[src/rtl/ccf_pkg.sv]
package ccf_pkg;

   // flag vector bit positions
   localparam int FLG_X = 4;
   localparam int FLG_N = 3;
   localparam int FLG_Z = 2;
   localparam int FLG_V = 1;
   localparam int FLG_C = 0;
   localparam int FLG_W = 5;

   typedef logic [3:0] opc_t;

   localparam opc_t OPC_ADD   = 4'd0;
   localparam opc_t OPC_SUB   = 4'd1;
   localparam opc_t OPC_ADDX  = 4'd2;
   localparam opc_t OPC_SUBX  = 4'd3;
   localparam opc_t OPC_CMP   = 4'd4;
   localparam opc_t OPC_NEG   = 4'd5;
   localparam opc_t OPC_NEGX  = 4'd6;
   localparam opc_t OPC_LOGIC = 4'd7;
   localparam opc_t OPC_DIV   = 4'd8;
   localparam opc_t OPC_MUL   = 4'd9;

   typedef enum logic [1:0] {
      SZ_BYTE = 2'd0,
      SZ_WORD = 2'd1,
      SZ_LONG = 2'd2,
      SZ_ALT  = 2'd3
   } size_e;

   // decoded control for one operation class
   typedef struct packed {
      logic sel_add;
      logic sel_sub;
      logic sel_neg;
      logic sel_div;
      logic sel_mul;
      logic sticky_z;
      logic wr_x;
      logic wr_nzvc;
   } cls_t;

endpackage

[src/rtl/ccf_size_tap.sv]
module ccf_size_tap
   import ccf_pkg::*;
#(
   parameter int DATA_W = 32
) (
   input  logic [DATA_W-1:0] src_i,
   input  logic [DATA_W-1:0] dst_i,
   input  logic [DATA_W-1:0] res_i,
   input  logic [1:0]        size_i,
   output logic              sm_o,
   output logic              dm_o,
   output logic              rm_o,
   output logic              rzero_o
);

   localparam int N_LANES = 3;

   logic [N_LANES-1:0] lane_sm;
   logic [N_LANES-1:0] lane_dm;
   logic [N_LANES-1:0] lane_rm;
   logic [N_LANES-1:0] lane_zero;

   // lane g covers the low DATA_W >> (2-g) bits: quarter, half, full
   for (genvar g = 0; g < N_LANES; g++) begin : g_lane
      localparam int LANE_W = DATA_W >> (N_LANES - 1 - g);
      assign lane_sm[g]   = src_i[LANE_W-1];
      assign lane_dm[g]   = dst_i[LANE_W-1];
      assign lane_rm[g]   = res_i[LANE_W-1];
      assign lane_zero[g] = ~|res_i[LANE_W-1:0];
   end

   logic [1:0] lane_sel;

   always_comb begin
      unique case (size_e'(size_i))
         SZ_BYTE: lane_sel = 2'd0;
         SZ_WORD: lane_sel = 2'd1;
         default: lane_sel = 2'd2;
      endcase
   end

   assign sm_o    = lane_sm[lane_sel];
   assign dm_o    = lane_dm[lane_sel];
   assign rm_o    = lane_rm[lane_sel];
   assign rzero_o = lane_zero[lane_sel];

endmodule

[src/rtl/ccf_decode.sv]
module ccf_decode
   import ccf_pkg::*;
(
   input  logic [3:0] op_cls_i,
   output cls_t       cls_o
);

   always_comb begin
      cls_o = '0;
      case (op_cls_i)
         OPC_ADD: begin
            cls_o.sel_add = 1'b1;
            cls_o.wr_x    = 1'b1;
            cls_o.wr_nzvc = 1'b1;
         end
         OPC_SUB: begin
            cls_o.sel_sub = 1'b1;
            cls_o.wr_x    = 1'b1;
            cls_o.wr_nzvc = 1'b1;
         end
         OPC_ADDX: begin
            cls_o.sel_add  = 1'b1;
            cls_o.sticky_z = 1'b1;
            cls_o.wr_x     = 1'b1;
            cls_o.wr_nzvc  = 1'b1;
         end
         OPC_SUBX: begin
            cls_o.sel_sub  = 1'b1;
            cls_o.sticky_z = 1'b1;
            cls_o.wr_x     = 1'b1;
            cls_o.wr_nzvc  = 1'b1;
         end
         OPC_CMP: begin
            cls_o.sel_sub = 1'b1;
            cls_o.wr_nzvc = 1'b1;
         end
         OPC_NEG: begin
            cls_o.sel_neg = 1'b1;
            cls_o.wr_x    = 1'b1;
            cls_o.wr_nzvc = 1'b1;
         end
         OPC_NEGX: begin
            cls_o.sel_neg  = 1'b1;
            cls_o.sticky_z = 1'b1;
            cls_o.wr_x     = 1'b1;
            cls_o.wr_nzvc  = 1'b1;
         end
         OPC_LOGIC: begin
            cls_o.wr_nzvc = 1'b1;
         end
         OPC_DIV: begin
            cls_o.sel_div = 1'b1;
            cls_o.wr_nzvc = 1'b1;
         end
         OPC_MUL: begin
            cls_o.sel_mul = 1'b1;
            cls_o.wr_nzvc = 1'b1;
         end
         default: cls_o = '0;
      endcase
   end

   // at most one V/C source is ever chosen
   always_comb begin
      a_r11_one_vc_source: assert ($onehot0({cls_o.sel_add, cls_o.sel_sub, cls_o.sel_neg,
                                              cls_o.sel_div, cls_o.sel_mul}))
         else $error("more than one V/C source decoded");
   end

endmodule

[src/rtl/ccf_arith.sv]
module ccf_arith
   import ccf_pkg::*;
(
   input  logic sm_i,
   input  logic dm_i,
   input  logic rm_i,
   input  cls_t cls_i,
   input  logic div_ovf_i,
   input  logic mul_ovf_i,
   output logic v_o,
   output logic c_o
);

   logic v_add, c_add;
   logic v_sub, c_sub;
   logic v_neg, c_neg;

   assign v_add = (sm_i & dm_i & ~rm_i) | (~sm_i & ~dm_i & rm_i);
   assign c_add = (sm_i & dm_i) | (dm_i & ~rm_i) | (sm_i & ~rm_i);

   assign v_sub = (~sm_i & dm_i & ~rm_i) | (sm_i & ~dm_i & rm_i);
   assign c_sub = (sm_i & ~dm_i) | (rm_i & ~dm_i) | (sm_i & rm_i);

   assign v_neg = dm_i & rm_i;
   assign c_neg = dm_i | rm_i;

   always_comb begin
      v_o = 1'b0;
      c_o = 1'b0;
      if (cls_i.sel_add) begin
         v_o = v_add;
         c_o = c_add;
      end else if (cls_i.sel_sub) begin
         v_o = v_sub;
         c_o = c_sub;
      end else if (cls_i.sel_neg) begin
         v_o = v_neg;
         c_o = c_neg;
      end else if (cls_i.sel_div) begin
         v_o = div_ovf_i;
      end else if (cls_i.sel_mul) begin
         v_o = mul_ovf_i;
      end
   end

   // a zero destination with a zero result never borrows on negate
   always_comb begin
      if (cls_i.sel_neg && !dm_i && !rm_i)
         a_r5_neg_zero_no_carry: assert (!c_o && !v_o)
            else $error("negate of zero reported carry or overflow");
   end

endmodule

[src/rtl/ccf_gen.sv]
module ccf_gen
   import ccf_pkg::*;
#(
   parameter int DATA_W = 32
) (
   input  logic [DATA_W-1:0] src_i,
   input  logic [DATA_W-1:0] dst_i,
   input  logic [DATA_W-1:0] res_i,
   input  logic [4:0]        flags_i,
   input  logic [3:0]        op_cls_i,
   input  logic [1:0]        size_i,
   input  logic              div_ovf_i,
   input  logic              mul_ovf_i,
   output logic [4:0]        flags_o,
   output logic [4:0]        flag_we_o
);

   if (DATA_W < 8 || (DATA_W % 4) != 0) begin : g_bad_width
      $error("ccf_gen: DATA_W must be a multiple of 4 and at least 8");
   end

   logic sm, dm, rm, rzero;
   cls_t cls;
   logic v_calc, c_calc;
   logic z_calc;
   logic [FLG_W-1:0] calc;
   logic [FLG_W-1:0] we;

   ccf_size_tap #(.DATA_W(DATA_W)) u_tap (
      .src_i   (src_i),
      .dst_i   (dst_i),
      .res_i   (res_i),
      .size_i  (size_i),
      .sm_o    (sm),
      .dm_o    (dm),
      .rm_o    (rm),
      .rzero_o (rzero)
   );

   ccf_decode u_dec (
      .op_cls_i (op_cls_i),
      .cls_o    (cls)
   );

   ccf_arith u_arith (
      .sm_i      (sm),
      .dm_i      (dm),
      .rm_i      (rm),
      .cls_i     (cls),
      .div_ovf_i (div_ovf_i),
      .mul_ovf_i (mul_ovf_i),
      .v_o       (v_calc),
      .c_o       (c_calc)
   );

   // extended classes can only clear Z
   assign z_calc = cls.sticky_z ? (flags_i[FLG_Z] & rzero) : rzero;

   always_comb begin
      calc        = '0;
      calc[FLG_X] = c_calc;
      calc[FLG_N] = rm;
      calc[FLG_Z] = z_calc;
      calc[FLG_V] = v_calc;
      calc[FLG_C] = c_calc;
   end

   always_comb begin
      we        = '0;
      we[FLG_X] = cls.wr_x;
      we[FLG_N] = cls.wr_nzvc;
      we[FLG_Z] = cls.wr_nzvc;
      we[FLG_V] = cls.wr_nzvc;
      we[FLG_C] = cls.wr_nzvc;
   end

   for (genvar f = 0; f < FLG_W; f++) begin : g_merge
      assign flags_o[f] = we[f] ? calc[f] : flags_i[f];
   end

   assign flag_we_o = we;

   always_comb begin
      // whenever X is written it matches the new carry
      if (flag_we_o[FLG_X])
         a_r10_x_tracks_c: assert (flags_o[FLG_X] == flags_o[FLG_C])
            else $error("X differs from C");
      // logic class clears V and C and keeps X
      if (op_cls_i == OPC_LOGIC)
         a_r7_logic_clears_vc: assert (!flags_o[FLG_V] && !flags_o[FLG_C] && !flag_we_o[FLG_X])
            else $error("logic class V/C/X wrong");
      // compare leaves X alone
      if (op_cls_i == OPC_CMP)
         a_r9_cmp_keeps_x: assert (!flag_we_o[FLG_X] && flags_o[FLG_X] == flags_i[FLG_X])
            else $error("compare touched X");
      // a clear incoming Z stays clear on extended classes
      if ((op_cls_i == OPC_ADDX || op_cls_i == OPC_SUBX || op_cls_i == OPC_NEGX) && !flags_i[FLG_Z])
         a_r6_sticky_z: assert (!flags_o[FLG_Z])
            else $error("extended class set Z");
      // divide and multiply never report carry
      if (op_cls_i == OPC_DIV || op_cls_i == OPC_MUL)
         a_r8_divmul_no_carry: assert (!flags_o[FLG_C])
            else $error("divide/multiply reported carry");
      // reserved codes write nothing and pass flags through
      if (op_cls_i > OPC_MUL)
         a_r11_reserved_quiet: assert (flag_we_o == '0 && flags_o == flags_i)
            else $error("reserved class wrote flags");
   end

endmodule

[config.mk]
export PLATFORM = sky130hd
export DESIGN_NAME = ccf_gen
export DESIGN_NICKNAME = d
export VERILOG_FILES = /design/src/rtl/ccf_pkg.sv /design/src/rtl/ccf_size_tap.sv /design/src/rtl/ccf_decode.sv /design/src/rtl/ccf_arith.sv /design/src/rtl/ccf_gen.sv
export SDC_FILE = /design/constraint.sdc
export NUM_CORES = 1
export LEC_CHECK = 0
export CAP_MARGIN = 25
export CORE_MARGIN = 5
export CORE_UTILIZATION = 18
export DETAILED_ROUTE_END_ITERATION = 12
export MAX_ROUTING_LAYER = met4
export PLACE_DENSITY = 0.87
export SYNTH_ARGS = -nofsm -noshare
export SYNTH_HDL_FRONTEND = slang
export SYNTH_SLANG_ARGS = --single-unit
[constraint.sdc]
create_clock -name vclk -period 3.5
set_input_delay 1.05 -clock vclk [all_inputs]
set_output_delay 1.05 -clock vclk [all_outputs]
set_load 0.01 [all_outputs]
==> impl_metrics.csv <==
group,metric,value,unit
outcome,status,"complete, no violations",
drt,wl_per_cell,15.99,µm
floorplanning,die_h,63.19,µm
timing,hold_viol_final,0,
finish,numSequentialCells,0,
global_routing,grt_pass1_vias,1020,
global_routing,overflow,0,
critical_path,end_kind,"output port",
floorplanning,coreArea,0.002734,mm²
floorplanning,initial_core_util,18.63,%
finish,layout-drive-gt1-share,47.71,%
placement,io_buffers,61,
timing,maxSlewViolCount,0,
pwr,switching_share,38.37,%
pwr,seqPwrFrac,0,%
placement,dp_hpwl,2.124,mm
timing,relSlewSlack,77.08,%
pwr,powerDensity,131.9,mW/mm²
drt,drt_first_iter_violations,6,
run,maxCapViolations,0,
drt,dr.pass1.iters,2,
floorplanning,die_width,63.19,µm
global_routing,grt_max_degree,10,
drt,wl,2.942,mm
critical_path,criticalPathCategory,"in2out",
pwr,combPwrFrac,100.0,%
floorplanning,design.portCount,119,
global_routing,grt_pass1_wl,4.512,mm
synthesis,yosysWarningCount,0,
global_routing,antenna_found_initial,0,
finish,final_util,54.60,%
finish,nClkBuffers,0,
floorplanning,die_area,0.003993,mm²
finish,regArea,0,µm²
pwr,p_int,0.1214,mW
drt,num_vias,913,
timing,fin_setup_tns,0,ns
placement,place_inst,175,
placement,place_area,0.001255,mm²
synthesis,syn_area,509.2,µm²
pwr,max-vdd-ir-drop,0.00006783,V
pwr,switchingPower,0.07555,mW
floorplanning,row_count,19,
placement,place.gp.congestion,0.7784,
finish,fill_cells,252,
global_routing,grt_usage,13.59,%
drt,ant_nets,0,
timing,max_freq,290.3,MHz
critical_path,cp-start-kind,"input pin",
synthesis,seq_area_frac_synth,0,%
timing,finalCritPeriodShare,98.42,%
finish,multi_input_area,609.3,µm²
drt,drc_errors,0,
drt,vias_per_cell,4.962,
synthesis,syn_inst,72,
pwr,p_leak,0.6751,nW
finish,area_delta_synth_final,193.1,%
finish,final_net_count,264,
finish,final_area,0.001493,mm²
critical_path,worstPathMaxFanout,5,
pwr,clkPwrFrac,0,%
synthesis,syn_avg_cell_area,7.073,µm²
timing,rsz0062_at_grt,"yes",
timing,setup-violations-final,0,
synthesis,synth_cell_types,33,
timing,worstMarginPinSlew,0.3406,ns
finish,fin_cells,184,
finish,n_antenna_cell,0,
hold_path,hold_class,"in2out",
timing,period_needed,3.445,ns
critical_path,cp.required,2.45,ns
critical_path,arrival,2.39,ns
synthesis,synth_nets,181,
[worst max-delay path, stage by stage]
cell and delay, ns:
clkdlybuf4s15_2 0.19, buf_6 0.13, buf_4 0.15, and3b_1 0.20
o221ai_2 0.21, o31ai_4 0.10, a21oi_2 0.14, o32ai_2 0.09
buf_2 0.14
[synthesized netlist by cell type]
| master | number | area [µm²] |
|---|---|---|
| mux2_2 | 3 | 33.78 |
| a21oi_1 | 4 | 20.02 |
| inv_1 | 4 | 15.01 |
| mux2i_1 | 3 | 30.03 |
| nor2_1 | 4 | 15.01 |
| a22oi_1 | 1 | 7.510 |
| nand4_1 | 2 | 12.51 |
| o31ai_1 | 3 | 22.52 |
| or2_2 | 1 | 6.260 |
| nand2_1 | 5 | 18.77 |
| o21ai_0 | 4 | 20.02 |
| nor3_1 | 1 | 5.000 |
| buf_4 | 3 | 22.52 |
| mux2_4 | 1 | 15.01 |
| o41a_1 | 1 | 11.26 |
| a31o_2 | 1 | 8.760 |
| and3b_1 | 2 | 17.52 |
| a22o_1 | 1 | 8.760 |
| clkbuf_1 | 1 | 3.750 |
| nand2b_1 | 2 | 12.51 |
| xnor2_1 | 2 | 17.52 |
| o32ai_2 | 1 | 16.27 |
| o21a_1 | 2 | 15.01 |
| mux2i_4 | 1 | 22.52 |
| and2_1 | 1 | 6.260 |
| o221ai_1 | 1 | 8.760 |
| nor4_1 | 8 | 50.05 |
| buf_2 | 4 | 20.02 |
| o21ai_1 | 1 | 5.000 |
| or3b_1 | 1 | 8.760 |
| o221ai_2 | 1 | 15.01 |
| o21ai_2 | 1 | 8.760 |
| o32ai_1 | 1 | 8.760 |
[metrics by stage]
step,worst slack (ns),hold WS [ns],total power [mW]
global route,-0.1079,2.721,0.2102
CTS,0.004526,2.657,0.1879
global placement,-0.8736,3.090,0.1618
detailed placement,-0.9027,3.082,0.1658
floorplan,0.1256,2.220,0.06185
finish,0.05530,2.670,0.1969
[layer usage]
layer  wire length [µm]  up-vias  track usage (%)
met5                  0        -                -
met4                 39        0            3.117
met3                192        4            2.842
met2               1650       45            26.28
met1               1060      424            13.79
li1                   -      440                -
[layout make-up]
type               instances  area share (%)
repair buffers            89           55.57
inverters                  4           1.006
well taps                 31           2.598
multi-input cells         60           40.82
[path summary, 6_finish.rpt]
kind,end,slack (ns),depth (start not counted),from
worst max-delay path,flags_o[1],0.06,9,op_cls_i[2]
worst min-delay path,flags_o[2],2.67,6,size_i[0]
[repair_timing]
item | in CTS | in global routing
setup buffers | 7 | 1
hold buffers | 0 | 0
gates resized for setup | 82 | 23
cloned | 1 | 0
setup endpoints to repair | 10 | 8
pin swaps | 16 | 12
[cells by family (layout without fill, tap and decap cells)]
kind of cell              Yosys count  in the layout  synth area share, %
AOI/OAI and AO/OA                  23             23                34.64
and+or+nand+nor                    27             27                29.98
muxes                               8              8                19.90
buffers and inverters              12             93                12.04
xor gates and xnor gates            2              2                3.440
[power by group through the flow]
stage / clock network [mW] / logic, mW / registers [mW]
global route: 0 / 0.210 / 0
finish: 0 / 0.197 / 0
detailed placement: 0 / 0.166 / 0
CTS: 0 / 0.188 / 0
global placement: 0 / 0.162 / 0
floorplan: 0 / 0.0619 / 0
[cells in the final DEF, fill, tap and decap left out, types with 2 or more instances in the layout]
master,n
nand4_1,2
mux2_4,2
nor4_2,5
nor2_1,3
clkdlybuf4s15_2,2
buf_4,20
o32ai_2,2
buf_6,8
dlymetal6s2s_1,8
nand2b_4,2
a21oi_2,4
nand2_1,5
dlygate4sd2_1,7
o21ai_2,3
nor4_1,3
clkbuf_2,2
inv_1,4
mux2i_1,2
o221ai_2,2
buf_2,6
and3b_1,2
clkdlybuf4s15_1,3
mux2_2,2
clkdlybuf4s50_1,32
Power figures use the tool's default switching activity.
